[config.mk]
export PLATFORM = sky130hd
export DESIGN_NAME = pset_sequencer
export DESIGN_NICKNAME = d
export VERILOG_FILES = /design/src/rtl/pset_pkg.sv /design/src/rtl/pset_ctrl_regs.sv /design/src/rtl/pset_trig_unit.sv /design/src/rtl/pset_walker.sv /design/src/rtl/pset_sequencer.sv
export SDC_FILE = /design/constraint.sdc
export NUM_CORES = 1
export LEC_CHECK = 0
export ABC_AREA = 0
export CAP_MARGIN = 20
export CORE_MARGIN = 2
export CORE_UTILIZATION = 40
export DETAILED_ROUTE_END_ITERATION = 12
export PLACE_DENSITY = 0.64
export SYNTH_ARGS = -nofsm -noshare
export SYNTH_HDL_FRONTEND = slang
export SYNTH_SLANG_ARGS = --single-unit
[constraint.sdc]
create_clock -name clk -period 3.8 [get_ports clk]
set_input_delay 0.57 -clock clk [delete_from_list [all_inputs] [get_ports clk]]
set_output_delay 0.57 -clock clk [all_outputs]
set_load 0.02 [all_outputs]
[src/rtl/pset_pkg.sv]
package pset_pkg;
  localparam int IDX_W  = 4;
  localparam int CH_W   = 4;
  localparam int LOOP_W = 12;
  localparam int REG_AW = 3;
  localparam int REG_DW = 16;

  localparam logic [REG_AW-1:0] A_ENABLE  = 3'd0;
  localparam logic [REG_AW-1:0] A_SHARE   = 3'd1;
  localparam logic [REG_AW-1:0] A_RANGE   = 3'd2;
  localparam logic [REG_AW-1:0] A_LOOP    = 3'd3;
  localparam logic [REG_AW-1:0] A_DONECLR = 3'd4;
  localparam logic [REG_AW-1:0] A_SRST    = 3'd5;

  localparam logic [2:0] TM_NOW = 3'b000;
  localparam logic [2:0] TM_SW  = 3'b001;
  localparam logic [2:0] TM_ADC = 3'b010;
  localparam logic [2:0] TM_DMA = 3'b011;

  typedef struct packed {
    logic [CH_W-1:0] chan;
    logic            dma_en;
    logic            irq_en;
    logic [CH_W-1:0] sel;
    logic [2:0]      mode;
  } set_cfg_t;

  typedef enum logic [2:0] {
    ST_IDLE, ST_FETCH, ST_LOAD, ST_WAIT, ST_RUN, ST_DONE
  } seq_state_t;

  function automatic logic [IDX_W-1:0] step_index(
      input logic [IDX_W-1:0] cur, input logic [IDX_W-1:0] first,
      input logic [IDX_W-1:0] last);
    return (cur == last) ? first : IDX_W'(cur + 1'b1);
  endfunction

  function automatic logic final_pass(input logic [LOOP_W-1:0] pass,
                                      input logic [LOOP_W-1:0] loops);
    if (&loops)                 return 1'b0;
    if (loops <= LOOP_W'(1))    return 1'b1;
    return pass == LOOP_W'(loops - 1'b1);
  endfunction

  function automatic logic [(1<<CH_W)-1:0] chan_pulse(input logic [CH_W-1:0] ch);
    logic [(1<<CH_W)-1:0] v;
    v = '0;
    v[ch] = 1'b1;
    return v;
  endfunction
endpackage

[src/rtl/pset_ctrl_regs.sv]
module pset_ctrl_regs
  import pset_pkg::*;
#(
  parameter int SETS_W = IDX_W,
  parameter int CNT_W  = LOOP_W,
  parameter int AW     = REG_AW,
  parameter int DW     = REG_DW
) (
  input  logic                     clk,
  input  logic                     rst_n,
  input  logic                     wr_en,
  input  logic [AW-1:0]            wr_addr,
  input  logic [DW-1:0]            wr_data,
  input  logic                     set_done,
  input  logic [SETS_W-1:0]        done_idx,
  output logic                     eng_on,
  output logic                     share_on,
  output logic [SETS_W-1:0]        start_idx,
  output logic [SETS_W-1:0]        stop_idx,
  output logic [CNT_W-1:0]         loop_val,
  output logic [(1<<SETS_W)-1:0]   done_bits,
  output logic                     sreset,
  output logic                     clr_any
);
  localparam int NSETS = 1 << SETS_W;

  logic [2:0] enable_q;
  logic       armed_q;
  logic       wr_srst, wr_clr;
  logic [NSETS-1:0] set_mask;

  assign wr_srst  = wr_en && (wr_addr == A_SRST);
  assign wr_clr   = wr_en && (wr_addr == A_DONECLR);
  assign sreset   = wr_srst && armed_q && (wr_data[2:0] == 3'b000);
  assign clr_any  = sreset || (wr_clr && (|wr_data[NSETS-1:0]));
  assign eng_on   = (enable_q == 3'b111);
  assign set_mask = set_done ? chan_pulse(CH_W'(done_idx)) : '0;

  always_ff @(posedge clk or negedge rst_n) begin
    if (!rst_n) begin
      enable_q  <= '0;
      share_on  <= 1'b0;
      start_idx <= '0;
      stop_idx  <= '0;
      loop_val  <= '0;
      armed_q   <= 1'b0;
    end else if (sreset) begin
      enable_q <= '0;
      armed_q  <= 1'b0;
    end else if (wr_en) begin
      unique case (wr_addr)
        A_ENABLE: enable_q <= wr_data[2:0];
        A_SHARE:  share_on <= wr_data[0];
        A_RANGE: begin
          start_idx <= wr_data[SETS_W-1:0];
          stop_idx  <= wr_data[2*SETS_W-1:SETS_W];
        end
        A_LOOP:   loop_val <= wr_data[CNT_W-1:0];
        default: ;
      endcase
      if (wr_srst) armed_q <= (wr_data[2:0] == 3'b111);
    end
  end

  always_ff @(posedge clk or negedge rst_n) begin
    if (!rst_n)       done_bits <= '0;
    else if (sreset)  done_bits <= '0;
    else if (wr_clr)  done_bits <= (done_bits & ~wr_data[NSETS-1:0]) | set_mask;
    else              done_bits <= done_bits | set_mask;
  end
endmodule

[src/rtl/pset_trig_unit.sv]
module pset_trig_unit
  import pset_pkg::*;
#(
  parameter int SEL_W = CH_W
) (
  input  logic                   clk,
  input  logic                   rst_n,
  input  logic                   sreset,
  input  logic                   sw_trig_in,
  input  logic                   adc_switch_in,
  input  logic [(1<<SEL_W)-1:0]  dma_trig_in,
  input  logic                   waiting,
  input  logic [2:0]             mode,
  input  logic [SEL_W-1:0]       sel,
  input  logic                   share_on,
  output logic                   fire
);
  localparam int NDMA = 1 << SEL_W;

  logic            sw_pend, adc_pend;
  logic [NDMA-1:0] dma_pend;
  logic            want_sw, want_adc, want_dma, ready;

  assign want_sw  = (mode == TM_SW);
  assign want_adc = (mode == TM_ADC) && share_on;
  assign want_dma = (mode == TM_DMA);

  always_comb begin
    if (want_sw)       ready = sw_pend;
    else if (want_adc) ready = adc_pend;
    else if (want_dma) ready = dma_pend[sel];
    else               ready = 1'b1;
  end

  assign fire = waiting && ready;

  always_ff @(posedge clk or negedge rst_n) begin
    if (!rst_n) begin
      sw_pend  <= 1'b0;
      adc_pend <= 1'b0;
    end else if (sreset) begin
      sw_pend  <= 1'b0;
      adc_pend <= 1'b0;
    end else begin
      sw_pend  <= (sw_pend  && !(fire && want_sw))  || sw_trig_in;
      adc_pend <= (adc_pend && !(fire && want_adc)) || adc_switch_in;
    end
  end

  for (genvar g = 0; g < NDMA; g++) begin : g_dma_pend
    logic take;
    assign take = fire && want_dma && (sel == SEL_W'(g));
    always_ff @(posedge clk or negedge rst_n) begin
      if (!rst_n)      dma_pend[g] <= 1'b0;
      else if (sreset) dma_pend[g] <= 1'b0;
      else             dma_pend[g] <= (dma_pend[g] && !take) || dma_trig_in[g];
    end
  end
endmodule

[src/rtl/pset_walker.sv]
module pset_walker
  import pset_pkg::*;
#(
  parameter int SETS_W = IDX_W,
  parameter int CNT_W  = LOOP_W
) (
  input  logic                   clk,
  input  logic                   rst_n,
  input  logic                   sreset,
  input  logic                   eng_on,
  input  logic [SETS_W-1:0]      start_idx,
  input  logic [SETS_W-1:0]      stop_idx,
  input  logic [CNT_W-1:0]       loop_val,
  output logic                   tbl_rd_en,
  output logic [SETS_W-1:0]      tbl_rd_addr,
  input  logic [$bits(set_cfg_t)-1:0] tbl_rd_data,
  output set_cfg_t               cfg,
  output logic                   waiting,
  input  logic                   fire,
  output logic                   calc_start,
  input  logic                   calc_done,
  output logic                   irq,
  output logic [(1<<CH_W)-1:0]   dma_chan_trig,
  output logic                   set_done,
  output logic [SETS_W-1:0]      done_idx,
  output logic                   busy
);
  seq_state_t        state;
  logic [SETS_W-1:0] idx;
  logic [CNT_W-1:0]  pass;

  assign tbl_rd_en   = (state == ST_FETCH);
  assign tbl_rd_addr = idx;
  assign waiting     = (state == ST_WAIT);
  assign set_done    = (state == ST_RUN) && calc_done && eng_on && !sreset;
  assign done_idx    = idx;
  assign busy        = (state == ST_FETCH) || (state == ST_LOAD) ||
                       (state == ST_WAIT)  || (state == ST_RUN);

  always_ff @(posedge clk or negedge rst_n) begin
    if (!rst_n) begin
      state         <= ST_IDLE;
      idx           <= '0;
      pass          <= '0;
      cfg           <= '0;
      calc_start    <= 1'b0;
      irq           <= 1'b0;
      dma_chan_trig <= '0;
    end else if (sreset || !eng_on) begin
      state         <= ST_IDLE;
      pass          <= '0;
      calc_start    <= 1'b0;
      irq           <= 1'b0;
      dma_chan_trig <= '0;
    end else begin
      calc_start    <= 1'b0;
      irq           <= 1'b0;
      dma_chan_trig <= '0;
      unique case (state)
        ST_IDLE: begin
          idx   <= start_idx;
          pass  <= '0;
          state <= ST_FETCH;
        end
        ST_FETCH: state <= ST_LOAD;
        ST_LOAD: begin
          cfg   <= set_cfg_t'(tbl_rd_data);
          state <= ST_WAIT;
        end
        ST_WAIT: if (fire) begin
          calc_start <= 1'b1;
          state      <= ST_RUN;
        end
        ST_RUN: if (calc_done) begin
          irq           <= cfg.irq_en;
          dma_chan_trig <= cfg.dma_en ? chan_pulse(cfg.chan) : '0;
          if (idx == stop_idx) begin
            if (final_pass(pass, loop_val)) begin
              state <= ST_DONE;
            end else begin
              pass  <= CNT_W'(pass + 1'b1);
              idx   <= start_idx;
              state <= ST_FETCH;
            end
          end else begin
            idx   <= step_index(idx, start_idx, stop_idx);
            state <= ST_FETCH;
          end
        end
        ST_DONE: ;
        default: state <= ST_IDLE;
      endcase
    end
  end
endmodule

[src/rtl/pset_sequencer.sv]
module pset_sequencer
  import pset_pkg::*;
#(
  parameter int SETS_W = IDX_W,
  parameter int SEL_W  = CH_W,
  parameter int CNT_W  = LOOP_W,
  parameter int AW     = REG_AW,
  parameter int DW     = REG_DW
) (
  input  logic                        clk,
  input  logic                        rst_n,
  input  logic                        reg_wr_en,
  input  logic [AW-1:0]               reg_addr,
  input  logic [DW-1:0]               reg_wdata,
  output logic                        tbl_rd_en,
  output logic [SETS_W-1:0]           tbl_rd_addr,
  input  logic [$bits(set_cfg_t)-1:0] tbl_rd_data,
  output logic                        calc_start,
  input  logic                        calc_done,
  input  logic                        sw_trig,
  input  logic                        adc_buf_switch,
  input  logic [(1<<SEL_W)-1:0]       dma_done_trig,
  output logic                        irq,
  output logic [(1<<SEL_W)-1:0]       dma_chan_trig,
  output logic                        busy,
  output logic [(1<<SETS_W)-1:0]      done_status
);
  logic              eng_on, share_on, sreset, clr_any;
  logic [SETS_W-1:0] start_idx, stop_idx, done_idx;
  logic [CNT_W-1:0]  loop_val;
  logic              set_done, waiting, fire;
  set_cfg_t          cfg;

  pset_ctrl_regs #(.SETS_W(SETS_W), .CNT_W(CNT_W), .AW(AW), .DW(DW)) u_regs (
    .clk(clk), .rst_n(rst_n), .wr_en(reg_wr_en), .wr_addr(reg_addr),
    .wr_data(reg_wdata), .set_done(set_done), .done_idx(done_idx),
    .eng_on(eng_on), .share_on(share_on), .start_idx(start_idx),
    .stop_idx(stop_idx), .loop_val(loop_val), .done_bits(done_status),
    .sreset(sreset), .clr_any(clr_any)
  );

  pset_trig_unit #(.SEL_W(SEL_W)) u_trig (
    .clk(clk), .rst_n(rst_n), .sreset(sreset), .sw_trig_in(sw_trig),
    .adc_switch_in(adc_buf_switch), .dma_trig_in(dma_done_trig),
    .waiting(waiting), .mode(cfg.mode), .sel(cfg.sel),
    .share_on(share_on), .fire(fire)
  );

  pset_walker #(.SETS_W(SETS_W), .CNT_W(CNT_W)) u_walk (
    .clk(clk), .rst_n(rst_n), .sreset(sreset), .eng_on(eng_on),
    .start_idx(start_idx), .stop_idx(stop_idx), .loop_val(loop_val),
    .tbl_rd_en(tbl_rd_en), .tbl_rd_addr(tbl_rd_addr),
    .tbl_rd_data(tbl_rd_data), .cfg(cfg), .waiting(waiting), .fire(fire),
    .calc_start(calc_start), .calc_done(calc_done), .irq(irq),
    .dma_chan_trig(dma_chan_trig), .set_done(set_done),
    .done_idx(done_idx), .busy(busy)
  );
endmodule

==> results of run 1 <==
-- cell type report --
cell class              count  area [um2]  share of cell area (%)
multi-input cells         382        2557                   37.38
clock buffers              10       239.0                   3.493
flip-flops and latches    109        2728                   39.87
repair buffers             99       973.4                   14.23
clock inverters             6       63.81                  0.9327
inverters                  16       60.06                  0.8778
well taps                 176       220.2                   3.219
-- kinds of logic (layout without fill, tap and decap cells) --
kind of cell             Yosys count  in the layout  synth area share, %
AO/OA/AOI/OAI                    105            105                12.17
XOR/XNOR                          18             18                2.883
adder cells (fa/ha/maj)            8              8                1.830
buffers and inverters             40            131                3.363
flip-flops                       109            109                49.87
multiplexers                      44             44                10.04
AND/OR/NAND/NOR                  207            207                19.84
-- layer usage --
layer  global-route usage, %  vias to the layer above  share of wire, %
met4                   6.541                        0               1.6
met2                   29.74                       78                48
met3                   3.430                       15               3.5
met1                   26.32                     2118                47
met5                       0                        -                 0
li1                        -                     2096                 -
-- sequential cells by signal, summed over array words and instances, names as in the netlist, 3 cells and up --
name	flops
u_regs.start_idx	4
u_walk.cfg	13
u_regs.stop_idx	4
u_regs.done_bits	16
u_regs.loop_val	12
u_walk.pass	12
u_walk.done_idx	4
u_walk.dma_chan_trig	16
u_walk.state	3
u_trig.dma_pend	16
u_regs.enable_q	3
-- power breakdown --
group	leakage [nW]	total (W)	switching (W)	internal [W]
clock network	0.146	0.000943	0.000462	0.000481
logic	1.24	0.000566	0.000284	0.000282
registers	1.34	0.00140	0.000149	0.00125
total	2.72	0.00290	0.000895	0.00201
-- through the flow --
stage               total power [W]  utilization [%]  setup slack [ps]
finish                     0.002904            51.46             527.0
global route               0.003046            51.46             322.7
CTS                        0.002931            51.46             531.1
detailed placement         0.001981            49.18             381.6
global placement           0.001974            49.18             459.9
floorplan                  0.001750                -             859.9
-- layout by cell type (no fill, tap or decap), drive strengths merged, types with 13 or more instances in the layout --
master and instances:
a21oi 26, a22oi 16, clkdlybuf4s50 92, dfrtp 109
inv 19, mux2 37, nand2 40, nand3 23
nor2 59, nor3 13, o21ai 36, xnor2 17
-- worst max-delay path, delay by kind of cell, from the launching register on --
kind,cells,cell delay [ps]
fa+ha+maj,1,250
buf+inv,1,100
compound gates,4,1200
flops,1,500
simple gates,4,1150
-- worst min path at each step --
stage / end / slack, ps / cells after the start
floorplan: u_regs.armed_q / 270 / 0
global placement: u_regs.armed_q / 480 / 2
detailed placement: u_regs.armed_q / 480 / 2
CTS: u_regs.done_bits[9] / 280 / 1
global route: u_regs.done_bits[8] / 320 / 1
finish: u_regs.done_bits[9] / 250 / 1
==> flow_summary_export.csv, run 1 <==
group,metric,value,unit
outcome,status,"completed",
clocking,insertion_delay,360,ps
clocking,cts_root_buf,"clkbuf_16",
sta,post-route-period-util,86.13,%
min_path,hold_class,"input pin to async pin",
worst_setup_path,slowest_stage,"dfrtp_1",
clocking,hold_buffers,0,
placement,dp_cells,782,
synth,synth_top_area_share,49.87,%
placement,hpwlAfterDp,9793,um
routing,drt_first_iter_violations,366,
global_route,grtUsageTotal,18.90,%
synth,synth_nets,593,
worst_setup_path,r2r_end,"u_walk.pass[0]",
placement,gp_congestion,0.8203,
floorplan,io_pins,94,
clocking,h-tree-depth,3,
clocking,cts_tree,"built",
routing,drt-total-wl,13080,um
placement,placed_cell_area,0.006539,mm2
global_route,grt_pass1_wl,21710,um
routing,drc,0,
worst_setup_path,reg2reg_from,"u_regs.loop_val[0]",
synth,synth_top_area_cell,"dfrtp_1",
sta,hold_ws,248.4,ps
floorplan,core.rowCount,42,
cells_and_area,nets,679,
placement,io_buffers,93,
worst_setup_path,endpoint,"u_walk.pass[0]",
worst_setup_path,cp_slowest_stage_delay,500,ps
synth,synthFlopType,"dfrtp_1",
cells_and_area,nFillCells,1206,
worst_setup_path,worstSetupStartpointType,"flip-flop",
synth,synthArstFlopShare,100.0,%
routing,routed_via_density,5.397,
global_route,grt_max_degree,57,
synth,ys_seq_elements,109,
sta,tns,0,ps
floorplan,fp.dieH,120.9,um
clocking,clock_tree.buffer_depth,2,
sta,relSlewSlack,50.81,%
clocking,cts_buffers,9,
synth,ys.warnings.count,0,
cells_and_area,drive_gt1_share,12.54,%
routing,vias,4307,
synth,synth_cells,531,
synth,synth-seq-area-share,49.87,%
worst_setup_path,cp_cell_sequence,"inv_1 -> ha_1 -> or3b_4 -> or4_1 -> a2111oi_0 -> o2111a_1 -> nand4b_2 -> a21oi_1 -> nand2_1 -> o31ai_1",
pwr,peakVddDrop,290.8,uV
clocking,clkTransAtPathRegs,80,ps
worst_setup_path,setup.reg_to_reg.worst_slack,530,ps
floorplan,start_util,41.13,%
worst_setup_path,worstSetupPathType,"flip-flop to flip-flop",
sta,final.min_clock_period,3273,ps
clocking,post_cts_resized,0,
routing,wire_per_inst,16.39,um
clocking,cts_setup_buffers,0,
routing,postRouteAntennaNets,0,
pwr,power.density_cell_area,424.5,mW/mm2
run,max_cap_violations,0,
sta,report.final.slew_viol_count,0,
clocking,clock_sinks,109,
cells_and_area,syn_to_final_growth,25.10,%
synth,synth_edf_count,0,
cells_and_area,final_cells,798,
sta,worstMarginPinSlew,734.0,ps
sta,final.setup_skew,10.22,ps
sta,setup_viol,0,
worst_setup_path,worstPathMaxFanout,8,
pwr,leakagePower,2.723,nW
synth,ys_types,63,
global_route,antenna_found_initial,0,
synth,synth.most_common_cell,"dfrtp_1",
worst_setup_path,arrival,3540,ps
global_route,grt-ovfl-total,0,
routing,drt_pass1_iterations,4,
sta,fmax,305.5,MHz
global_route,grt_pass1_vias,4267,
worst_setup_path,required,4070,ps
synth,yosys-top-cells-area,"dfrtp_1, mux2_2, nor2_1, o21ai_0, xnor2_1",
sta,grt_setup_unrepaired,"no",
cells_and_area,diodes,0,
sta,hold_violations,0,
synth,syn_avg_cell_area,10.30,um2
floorplan,coreArea,0.01330,mm2
cells_and_area,fin_area,0.006842,mm2
floorplan,die-area,0.01462,mm2
synth,synth.cell_area,0.005469,mm2
worst_setup_path,crit_path_end_kind,"flip-flop",
floorplan,die_x,120.9,um
synth,yosys-top-cells-count,"dfrtp_1, nor2_1, nand2_1",
worst_setup_path,rr_worst_depth,10,
worst_setup_path,startpoint,"u_regs.loop_val[0]",
(Power assumes the default switching activity.)
==> run 2: changes to the inputs <==
HOLD_SLACK_MARGIN = 0.03   (was not set)
==> results of run 2 <==
No change in the layout: final DEF, timing and power equal those of run 1.
